--- config.mk ---
export PLATFORM = sky130hd
export DESIGN_NAME = i2c_strap_regslave
export DESIGN_NICKNAME = d
export VERILOG_FILES = /design/src/rtl/i2c_strap_regslave.sv
export SDC_FILE = /design/constraint.sdc
export NUM_CORES = 1
export LEC_CHECK = 0
export ABC_AREA = 0
export BUFFER_PORTS_ARGS = -buffer_cell sky130_fd_sc_hd__clkbuf_2
export CELL_PAD_IN_SITES_DETAIL_PLACEMENT = 1
export CELL_PAD_IN_SITES_GLOBAL_PLACEMENT = 2
export CORE_ASPECT_RATIO = 0.75
export CORE_MARGIN = 2
export CORE_UTILIZATION = 37
export DETAILED_ROUTE_END_ITERATION = 10
export HOLD_SLACK_MARGIN = 0.1
export PLACE_DENSITY = 0.9
export SETUP_SLACK_MARGIN = 0.4
export SLEW_MARGIN = 20
export SYNTH_ARGS = -nofsm -noshare
export SYNTH_HDL_FRONTEND = slang
export SYNTH_SLANG_ARGS = --single-unit
export TNS_END_PERCENT = 20
--- constraint.sdc ---
create_clock -name clk -period 3.9 [get_ports clk]
set_input_delay 0.39 -clock clk [delete_from_list [all_inputs] [get_ports clk]]
set_output_delay 0.39 -clock clk [all_outputs]
set_load 0.005 [all_outputs]
--- src/rtl/i2c_strap_regslave.sv ---
module i2c_strap_regslave #(
  parameter logic [5:0] ADDR_HI = 6'b010110,
  parameter int SYNC_STAGES = 2
) (
  input  logic       clk,
  input  logic       rst_n,
  input  logic       addr_strap,
  input  logic       scl_i,
  input  logic       sda_i,
  output logic       sda_oe,
  output logic [7:0] rf_addr,
  output logic [7:0] rf_wdata,
  output logic       rf_we,
  input  logic [7:0] rf_rdata
);

  typedef enum logic [2:0] {S_IDLE, S_RX, S_ACK, S_TX, S_MACK} st_t;

  st_t                  st     = S_IDLE;
  logic [SYNC_STAGES:0] scl_p  = '1;
  logic [SYNC_STAGES:0] sda_p  = '1;
  logic [7:0]           sh     = '0;
  logic [7:0]           tx     = '0;
  logic [7:0]           regptr = '0;
  logic [7:0]           wdata  = '0;
  logic [3:0]           bitcnt = '0;
  logic [1:0]           idx    = '0;
  logic                 rw     = 1'b0;
  logic                 oe     = 1'b0;
  logic                 we     = 1'b0;
  logic                 mack   = 1'b0;
  logic                 rst_q  = 1'b1;
  logic                 a0     = 1'b0;

  wire scl_s = scl_p[SYNC_STAGES-1];
  wire scl_d = scl_p[SYNC_STAGES];
  wire sda_s = sda_p[SYNC_STAGES-1];
  wire sda_d = sda_p[SYNC_STAGES];

  wire scl_rise  = scl_s & ~scl_d;
  wire scl_fall  = ~scl_s & scl_d;
  wire start_det = scl_s & scl_d & sda_d & ~sda_s;
  wire stop_det  = scl_s & scl_d & ~sda_d & sda_s;

  assign sda_oe   = oe;
  assign rf_we    = we;
  assign rf_addr  = regptr;
  assign rf_wdata = wdata;

  always_ff @(posedge clk) begin
    rst_q <= rst_n;
    if (rst_n && !rst_q) a0 <= addr_strap;
  end

  always_ff @(posedge clk) begin
    if (!rst_n) begin
      st     <= S_IDLE;
      scl_p  <= '1;
      sda_p  <= '1;
      sh     <= '0;
      tx     <= '0;
      regptr <= '0;
      wdata  <= '0;
      bitcnt <= '0;
      idx    <= '0;
      rw     <= 1'b0;
      oe     <= 1'b0;
      we     <= 1'b0;
      mack   <= 1'b0;
    end else begin
      scl_p <= {scl_p[SYNC_STAGES-1:0], scl_i};
      sda_p <= {sda_p[SYNC_STAGES-1:0], sda_i};
      we    <= 1'b0;
      if (start_det) begin
        st     <= S_RX;
        bitcnt <= '0;
        idx    <= '0;
        rw     <= 1'b0;
        oe     <= 1'b0;
      end else if (stop_det) begin
        st <= S_IDLE;
        oe <= 1'b0;
      end else begin
        case (st)
          S_RX: begin
            if (scl_rise) begin
              sh     <= {sh[6:0], sda_s};
              bitcnt <= bitcnt + 4'd1;
            end else if (scl_fall && bitcnt == 4'd8) begin
              bitcnt <= '0;
              case (idx)
                2'd0: begin
                  if (sh[7:1] == {ADDR_HI, a0}) begin
                    rw <= sh[0];
                    oe <= 1'b1;
                    st <= S_ACK;
                  end else begin
                    st <= S_IDLE;
                  end
                end
                2'd1: begin
                  regptr <= sh;
                  oe     <= 1'b1;
                  st     <= S_ACK;
                end
                2'd2: begin
                  wdata <= sh;
                  we    <= 1'b1;
                  oe    <= 1'b1;
                  st    <= S_ACK;
                end
                default: st <= S_IDLE;
              endcase
            end
          end
          S_ACK: begin
            if (scl_fall) begin
              bitcnt <= '0;
              if (rw) begin
                st <= S_TX;
                tx <= rf_rdata;
                oe <= ~rf_rdata[7];
              end else begin
                st  <= S_RX;
                idx <= idx + 2'd1;
                oe  <= 1'b0;
              end
            end
          end
          S_TX: begin
            if (scl_rise) begin
              bitcnt <= bitcnt + 4'd1;
            end else if (scl_fall) begin
              if (bitcnt == 4'd8) begin
                oe <= 1'b0;
                st <= S_MACK;
              end else begin
                tx <= {tx[6:0], 1'b0};
                oe <= ~tx[6];
              end
            end
          end
          S_MACK: begin
            if (scl_rise) begin
              mack <= ~sda_s;
            end else if (scl_fall) begin
              if (mack) begin
                st     <= S_TX;
                tx     <= rf_rdata;
                oe     <= ~rf_rdata[7];
                bitcnt <= '0;
              end else begin
                st <= S_IDLE;
              end
            end
          end
          default: ;
        endcase
      end
    end
  end

  assert_sda_moves_scl_low_R1: assert property (@(posedge clk) disable iff (!rst_n)
    !$stable(oe) |-> !scl_s);

  assert_strap_held_R2: assert property (@(posedge clk) disable iff (!rst_n)
    (rst_n && rst_q) |=> $stable(a0));

  assert_we_single_R4: assert property (@(posedge clk) disable iff (!rst_n)
    we |=> !we);

  assert_idle_released_R6: assert property (@(posedge clk) disable iff (!rst_n)
    (st == S_IDLE) |-> !oe);

  assert_stop_releases_R8: assert property (@(posedge clk) disable iff (!rst_n)
    stop_det |=> (!oe && st == S_IDLE));

endmodule

# --- Word-level counts from Yosys, hierarchy flattened ---
# Cells that the tools add are included.
# Widths: inputs -> output; s select.
op_classes:
  n_addsub: 2
  mul: 0
  n_div: 0
  magnitude_cmp: 0
  n_eq_ne: 31
  shifts: 0
  muxes: 46
  bitwise_logic: 20
  n_reduce_logical: 22
ops:
  columns: ["op", "n"]
  rows:
  - ["$mux 7", 8]
  - ["$ne 4x4->1 const B", 8]
  - ["$mux 4", 7]
  - ["$mux 3", 8]
  - ["$ne 2x2->1 const B", 12]
  - ["$reduce_and 11->1", 2]
  - ["$pmux 7 s3", 1]
  - ["$reduce_and 6->1", 3]
  - ["$reduce_and 9->1", 2]
  - ["$pmux 4 s4", 1]
  - ["$mux 1", 14]
  - ["$not 1->1", 13]
  - ["$pmux 3 s4", 1]
  - ["$reduce_and 4->1", 3]
  - ["$ne 3x3->1 const B", 3]
  - ["$reduce_and 8->1", 1]
  - ["$and 1x1->1", 7]
  - ["$eq 7x6->1", 1]
  - ["$eq 3x2->1 const B", 2]
  - ["$mux 2", 3]
  - ["$pmux 3 s2", 1]
  - ["$reduce_bool 6->1", 1]
  - ["$reduce_or 6->1", 1]
  - ["$add 4x1->4 const B", 1]
  - ["15 further kinds", 17]
word_totals:
  regBits: 52
  latch_bits: 0
  mem_bits_rw: 0
  rom_bits: 0
  inputBits: 13
  out_inout_bits: 18
  elab_cells: 137
  mem_count: 0

# --- Depth between registers and ports, before layout ---
# Gate-level depths: netlist of the first run.
depth:
  word_depth: 8
  ltp_mapped: 8
  ltp_nobuf: 7

# --- Least setup slack after synthesis of the first run ---
# Ideal clock, no wire load.
synth_path:
  path_type: "register to register"
  start: "reg bitcnt[0]"
  end: "reg rw"
  setup_time_ns: 0.115
  arrival_time_ns: 1.441
  required_ns: 3.785
  setup_slack_ns: 2.343
  path_stages_with_launch: 8
  n_path_buf: 1
  period_less_slack_ns: 1.557
  cell_sequence: "dfxtp_1 inv_1 ha_1 and3b_1 and3_1 buf_2 and3_1 o21ba_2"
synth_between:
  elab_chain_len: 3
synth_lines:
  columns: ["element", "line", "rtl"]
  rows:
  - ["start, declared", "26", "logic [3:0] bitcnt = '0;"]
  - ["start signal, assigned", "88", "bitcnt <= bitcnt + 4'd1;"]
  - ["start signal, assigned", "132", "bitcnt <= bitcnt + 4'd1;"]
  - ["$eq 4x4->1", "89", "end else if (scl_fall && bitcnt == 4'd8) begin"]
  - ["$logic_and 1x1->1", "89", null]
  - ["$reduce_and 6->1 (no line)", null, null]
  - ["end signal, assigned", "94", "rw <= sh[0];"]
  - ["end, declared", "28", "logic rw = 1'b0;"]
# No other way between the ends.
# A chain may end at the register's enable or synchronous reset.

# --- Worst setup path in the final report of the first run ---
layout_path:
  start: "reg st[0]"
  end: "reg wdata[0], in the netlist rf_wdata[0]"
layout_between:
  elab_chain_len: 2
layout_lines:
  columns: ["element", "line", "rtl"]
  rows:
  - ["start, declared", "19", "st_t st = S_IDLE;"]
  - ["start signal, assigned", "57", "st <= S_IDLE;"]
  - ["start signal, assigned", "75", "st <= S_RX;"]
  - ["start signal, assigned", "81", "st <= S_IDLE;"]
  - ["$eq 3x1->1", "84", "case (st)"]
  - ["$reduce_and 6->1 (no line)", null, null]
  - ["end signal, assigned", "107", "wdata <= sh;"]
  - ["end, declared", "25", "logic [7:0] wdata = '0;"]
# No other way between the ends.

==> impl_metrics.py, run 1 <==
metrics = {
    "critical_path": {
        "r2r.worst_path.cells": 5,
        "crit_chain": "nor3b_4 -> and3_1 -> nand2_2 -> nand2_1 -> a21boi_0",
        "cp-start-kind": "flop",
        "cp_max_fo": 20,
        "cp_data_required_time_ns": 4.09,
        "cpMaxStageDelayCell": "and3_1",
        "critPathKind": "flop to flop",
        "end_kind": "flop",
        "worst_ep_arrival_time_ns": 2.72,
        "slowest_delay_ns": 0.71,
    },
    "clocking": {
        "postCtsHoldBufs": 0,
        "worstSkewPairLatency_ns": 0.31,
        "h-tree-depth": 2,
        "cts_sinks": 52,
        "path_clk_slew_ns": 0.09,
        "clockBufferDepth": 2,
        "cts_resized": 0,
        "cts_buffers": 5,
        "cts_tree": "yes",
        "post_cts_buffers": 0,
        "cts_root_buffer": "clkbuf_8",
    },
    "route": {
        "ant_nets": 0,
        "dr.pass1.iters": 4,
        "drt-initial-drc-count": 112,
        "wl_per_cell_um": 14.8,
        "vias": 2051,
        "drt-total-wl_mm": 5.76,
        "drc_errors": 0,
        "vias_per_cell": 5.27,
    },
    "pwr": {
        "power_frac_comb_pct": 5.0,
        "clockPowerShare_pct": 35.4,
        "p_sw_share_pct": 23.1,
        "ir_worst_vdd_mv": 0.138,
        "power.density_nw_per_um2": 332,
        "p_leak_nw": 1.07,
        "p_sw_w": 0.000211,
        "p_int_w": 0.000702,
        "p_seq_share_pct": 59.6,
    },
    "synth": {
        "netlist_instances": 286,
        "yosysUniqueCellTypes": 49,
        "syn_nets": 305,
        "synth_warnings": 0,
        "synth_area_um2": 2490,
        "synth_edf_count": 1,
        "synth-seq-area-share_pct": 42.1,
        "async_reset_ff_share_pct": 0,
        "ys_ff_latch": 52,
        "synth_area_per_cell_um2": 8.72,
        "synthFlopType": "dfxtp_1",
    },
    "placement": {
        "io_buffers": 30,
        "dp_hpwl_mm": 4.25,
        "globalplace.congestion": 0.816,
        "placed_area_um2": 2660,
        "dp_cells": 381,
    },
    "final_layout": {
        "drive_gt1_share_pct": 14.9,
        "final_common_cell": "dfxtp_1",
        "final_cell_mix": "51 x dfxtp_1, 41 x nand2_1, 34 x nand3_1",
        "design_area_um2": 2760,
        "fill_cells": 762,
        "diodes": 0,
        "fin_cells": 389,
        "syn_to_final_growth_pct": 10.5,
        "layout.nets": 326,
        "finalCoreUtilization_pct": 43.0,
    },
    "timing": {
        "hold_viol": 0,
        "slew_viol_final": 0,
        "period_share_pct": 65.0,
        "setup_tns_ns": 0,
        "rsz0062_at_grt": "false",
        "setup_violations": 0,
        "max_freq_ghz": 0.394,
        "tightest_slew_ns": 0.711,
        "slew_headroom_pct": 52.6,
        "post-route-min-period_ns": 2.54,
        "fin_hold_ws_ns": 0.259,
        "fin_worst_skew_ns": 0.00863,
    },
    "floorplan": {
        "die_h_um": 75.1,
        "pin_count": 31,
        "start_util_pct": 38.9,
        "dieArea_um2": 7420,
        "num_rows": 25,
        "core_area_um2": 6410,
        "fp.dieW_um": 98.8,
    },
    "flow_run": {
        "drv_cap": 0,
    },
    "global_routing": {
        "grt_pass1_wl_mm": 9.92,
        "antenna_found_initial": 0,
        "first_global_vias": 2000,
        "grt_util_all_layers_pct": 16.7,
        "grt_overflow_total": 0,
        "grt_max_degree": 44,
    },
    "min_path": {
        "hold_class": "input port to flop",
        "min_path_cells": 1,
    },
    "run_status": {
        "status": "finished clean",
    },
}
registers in the layout, summed over array words and instances, names as in the netlist, 2 cells and up:
signal / cells
tx: 7
st: 3
rf_addr: 8
sh: 8
scl_p: 3
idx: 2
sda_p: 3
bitcnt: 4
rf_wdata: 8
power groups by stage:
| stage | combinational [W] | sequential [W] | clock (W) |
|---|---|---|---|
| 2_1_floorplan | 0.0000365 | 0.000552 | 0 |
| 3_3_place_gp | 0.0000458 | 0.000557 | 0 |
| 3_5_place_dp | 0.0000462 | 0.000557 | 0 |
| 4_1_cts | 0.0000466 | 0.000545 | 0.000338 |
| 5_1_grt | 0.0000518 | 0.000546 | 0.000360 |
| 6_report | 0.0000456 | 0.000545 | 0.000323 |
layer usage:
metal	up-vias	track usage, %	routed length (um)
met3	5	3.16	247
met2	36	23.5	2370
met1	969	25.6	3090
met5	-	0	0
met4	0	5.02	62
li1	1041	-	-
kinds of logic after synthesis:
kind of cell,count (synthesis),synth area share (%)
AND/OR/NAND/NOR,132,28.5
multiplexers,3,1.20
buffers and inverters,25,4.71
adder cells (fa/ha/maj),6,3.01
XOR/XNOR,3,1.05
AO/OA/AOI/OAI,65,19.4
flip-flops,52,42.1
metrics by stage:
stage	total power (W)	setup WS [ns]
global placement	0.000603	1.53
floorplan	0.000589	2.34
finish	0.000914	1.36
CTS	0.000929	1.41
global route	0.000958	1.19
detailed placement	0.000604	1.42
cell type report:
| cell class | instances | area [um2] | share of cell area, % |
|---|---|---|---|
| Tap cell | 81 | 101 | 3.68 |
| Multi-Input combinational cell | 209 | 1330 | 48.1 |
| Sequential cell | 52 | 1050 | 38.1 |
| Clock buffer | 7 | 86.3 | 3.13 |
| Clock inverter | 1 | 7.51 | 0.272 |
| Timing Repair Buffer | 30 | 150 | 5.45 |
| Inverter | 9 | 33.8 | 1.23 |
critical path: cells and delay by family (launching register included):
family / cells / cell delay (ns)
simple gates: 4 / 1.63
flops: 1 / 0.69
compound gates: 1 / 0.10
synthesized netlist by cell type, types with 2 or more instances:
cell type | instances | share of area, %
nand2_1 | 41 | 6.2
nor2_1 | 9 | 1.4
a31oi_1 | 2 | 0.50
mux2i_1 | 3 | 1.2
nand2b_1 | 15 | 3.8
buf_4 | 2 | 0.60
dfxtp_1 | 51 | 41
and3_1 | 2 | 0.50
inv_1 | 9 | 1.4
and3b_1 | 2 | 0.70
a21boi_0 | 26 | 7.8
or3_1 | 2 | 0.50
nor3_1 | 4 | 0.80
nand4bb_1 | 2 | 0.90
o211a_1 | 6 | 2.4
o21ai_0 | 4 | 0.80
a21boi_1 | 3 | 0.90
nand3b_1 | 5 | 1.5
a21oi_1 | 9 | 1.8
o21ba_2 | 2 | 0.80
xnor2_1 | 2 | 0.70
nor3b_4 | 2 | 1.5
ha_1 | 6 | 3.0
nor2b_1 | 5 | 1.3
nand2_2 | 2 | 0.50
buf_2 | 7 | 1.4
o32ai_1 | 2 | 0.70
o21a_1 | 2 | 0.60
nand3_1 | 34 | 6.8
clkbuf_1 | 6 | 0.90
worst paths after layout:
path | end | slack, ns | from
max reg2reg | rf_wdata[0]$_SDFFE_PN0P_ | 1.36 | st[0]$_SDFFE_PN0P_
max | rf_wdata[0]$_SDFFE_PN0P_ | 1.36 | st[0]$_SDFFE_PN0P_
min reg2reg | scl_p[1]$_SDFF_PN1_ | 0.42 | scl_p[0]$_SDFF_PN1_
min | a0$_DFFE_PP_ | 0.26 | addr_strap
(Power assumes the default switching activity.)
==> run 2, diff against run 1 <==
ABC_AREA = 1   (was 0)
CORE_UTILIZATION = 32   (was 37)
PLACE_DENSITY = 0.86   (was 0.9)
clock period = 2.39 ns   (was 3.9 ns; I/O delays follow)
==> impl_metrics.py, run 2 <==
metrics = {
    "synth": {
        "synth_top_area_cell": "dfxtp_1",
        "ys_ff_latch": 52,
        "netlist_instances": 353,
        "synth_area_per_cell_um2": 6.95,
        "synth.most_common_cell": "nand2_1",
        "synth_area_um2": 2450,
        "synthTopCellsByCount": "72 x nand2_1, 51 x dfxtp_1, 48 x nor2_1",
        "synth-seq-area-share_pct": 42.9,
        "synthFlopType": "dfxtp_1",
        "yosysUniqueCellTypes": 25,
        "synth_edf_count": 1,
        "async_reset_ff_share_pct": 0,
        "synth_top_area_share_pct": 41.6,
        "syn_nets": 372,
        "synth_warnings": 0,
        "synth_area_leaders": "dfxtp_1 42%, nand2_1 11%, o21ai_0 9.4%",
    },
    "pwr": {
        "p_seq_share_pct": 39.8,
        "p_int_w": 0.00153,
        "ir_worst_vdd_mv": 0.408,
        "power_frac_comb_pct": 40.8,
        "p_sw_share_pct": 43.1,
        "clockPowerShare_pct": 19.5,
        "power.density_nw_per_um2": 947,
        "p_leak_nw": 1.33,
        "p_sw_w": 0.00116,
    },
    "min_path": {
        "hold_class": "input port to flop",
        "min_path_cells": 2,
        "worstHoldEndpoint": "scl_p[0]$_SDFF_PN1_",
        "hold_start": "scl_i",
    },
    "final_layout": {
        "fill_cells": 945,
        "multi_input_area_um2": 1200,
        "final_cell_mix": "71 x nand2_1, 51 x dfxtp_1, 48 x nor2_1",
        "diodes": 0,
        "finalCoreUtilization_pct": 38.3,
        "final_common_cell": "nand2_1",
        "design_area_um2": 2830,
        "drive_gt1_share_pct": 15.9,
        "layout.nets": 407,
        "ff_latch_area_um2": 1050,
        "syn_to_final_growth_pct": 15.6,
        "fin_cells": 490,
    },
    "critical_path": {
        "r2r-start": "bitcnt[0]$_SDFFE_PP0P_",
        "cp_max_fo": 7,
        "critPathKind": "flop to flop",
        "end_kind": "flop",
        "rrSetupSlack_ns": 0.58,
        "r2r-end": "rf_wdata[5]$_SDFFE_PN0P_",
        "cp_data_required_time_ns": 2.59,
        "r2r.worst_path.cells": 10,
        "startpoint": "bitcnt[0]$_SDFFE_PP0P_",
        "cp-start-kind": "flop",
        "worst_ep_arrival_time_ns": 2.01,
    },
    "global_routing": {
        "grt_pass1_wl_mm": 10.7,
        "grt_max_degree": 36,
        "grt_overflow_total": 0,
        "antenna_found_initial": 0,
        "first_global_vias": 2170,
        "grt_util_all_layers_pct": 16.2,
    },
    "timing": {
        "post-route-min-period_ns": 1.81,
        "fin_hold_ws_ns": 0.111,
        "slew_headroom_pct": 71.2,
        "setup_tns_ns": 0,
        "period_share_pct": 75.6,
        "fin_worst_skew_ns": 0.00620,
        "slew_viol_final": 0,
        "setup_violations": 0,
        "max_freq_ghz": 0.554,
        "hold_viol": 0,
        "rsz0062_at_grt": "true",
        "tightest_slew_ns": 0.430,
    },
    "route": {
        "drc_errors": 0,
        "route.met2.wl_mm": 2.69,
        "top_layer": "met4",
        "vias_per_cell": 4.82,
        "vias": 2363,
        "wl_met3_um": 303,
        "drt-initial-drc-count": 112,
        "drt-total-wl_mm": 6.57,
        "ant_nets": 0,
        "met1Wirelength_mm": 3.53,
        "dr.pass1.iters": 4,
        "wl_per_cell_um": 13.4,
    },
    "clocking": {
        "cts_sinks": 52,
        "post_cts_buffers": 0,
        "cts_buffers": 5,
        "worstSkewPairLatency_ns": 0.31,
        "path_clk_slew_ns": 0.10,
        "cts_root_buffer": "clkbuf_8",
        "cts_tree": "yes",
        "clockBufferDepth": 2,
        "h-tree-depth": 2,
    },
    "flow_run": {
        "drv_cap": 0,
    },
    "floorplan": {
        "start_util_pct": 33.1,
        "pin_count": 31,
        "num_rows": 27,
        "core_area_um2": 7400,
        "fp.dieW_um": 105,
        "die_h_um": 79.8,
        "dieArea_um2": 8390,
    },
    "placement": {
        "io_buffers": 30,
        "globalplace.congestion": 0.868,
        "dp_hpwl_mm": 4.92,
        "dp_cells": 480,
        "placed_area_um2": 2720,
    },
    "run_status": {
        "status": "finished clean",
    },
}
## run 2: timing repair
| item | 4_1_cts | 5_1_grt |
|---|---|---|
| endpoints found under the setup margin | 0 | 14 |
| resized for setup | 0 | 4 |
| hold buffers | 1 | 0 |
| endpoints found under the hold margin | 1 | 0 |
## run 2: cell type report
type                       instances  share of cell area (%)
clock inverter                     2                   0.486
sequential                        52                    37.1
timing repair inverter             1                   0.265
inverter                          42                    5.70
clock buffer                       6                    2.56
timing repair buffer              36                    6.98
multi-input combinational        250                    42.5
tap                              101                    4.46
## run 2: stage by stage
step           total power [W]  setup WS, ns
2_1_floorplan          0.00193         0.822
3_3_place_gp           0.00214         0.552
3_5_place_dp           0.00218         0.471
4_1_cts                0.00272         0.439
5_1_grt                0.00293         0.385
6_report               0.00268         0.584
## run 2: worst max-delay path by stage
| stage | to | slack, ns | cells after the start |
|---|---|---|---|
| after CTS | rf_wdata[2]$_SDFFE_PN0P_ | 0.44 | 10 |
| after global placement | rf_wdata[1]$_SDFFE_PN0P_ | 0.55 | 10 |
| after global routing | tx[5]$_SDFFE_PN0P_ | 0.38 | 9 |
| final | rf_wdata[5]$_SDFFE_PN0P_ | 0.58 | 10 |
| after floorplan | rf_wdata[5]$_SDFFE_PN0P_ | 0.82 | 11 |
| after detailed placement | rf_wdata[2]$_SDFFE_PN0P_ | 0.47 | 10 |
## run 2: metal layers
| layer | vias to the layer above | track usage (%) |
|---|---|---|
| li1 | 1213 | - |
| met1 | 1104 | 23.7 |
| met2 | 41 | 24.2 |
| met3 | 5 | 3.02 |
| met4 | 0 | 4.40 |
| met5 | - | 0 |
## run 2: power by group through the flow
| stage | clock [W] | sequential [W] | combinational [W] |
|---|---|---|---|
| final | 0.000522 | 0.00107 | 0.00109 |
| after global routing | 0.000574 | 0.00109 | 0.00127 |
| after CTS | 0.000549 | 0.00107 | 0.00110 |
| after detailed placement | 0 | 0.00109 | 0.00110 |
| after global placement | 0 | 0.00108 | 0.00106 |
| after floorplan | 0 | 0.00105 | 0.000883 |
## run 2: cells by family after synthesis
| group | Yosys count | synth area share [%] |
|---|---|---|
| buf+inv | 51 | 8.37 |
| compound gates | 79 | 16.3 |
| simple gates | 164 | 29.0 |
| xor+xnor | 1 | 0.357 |
| flops | 52 | 42.9 |
| fa+ha+maj | 6 | 3.06 |
## run 2: worst max-delay path, stage by stage, from the launching register on
cell and delay (ns):
dfxtp_1 0.42, inv_1 0.08, ha_1 0.22, nand2_1 0.07, nor2_1 0.05, nand2_2 0.14
inv_1 0.07, nand3_2 0.16, clkinvlp_4 0.22, o21ai_0 0.20, a21oi_1 0.06
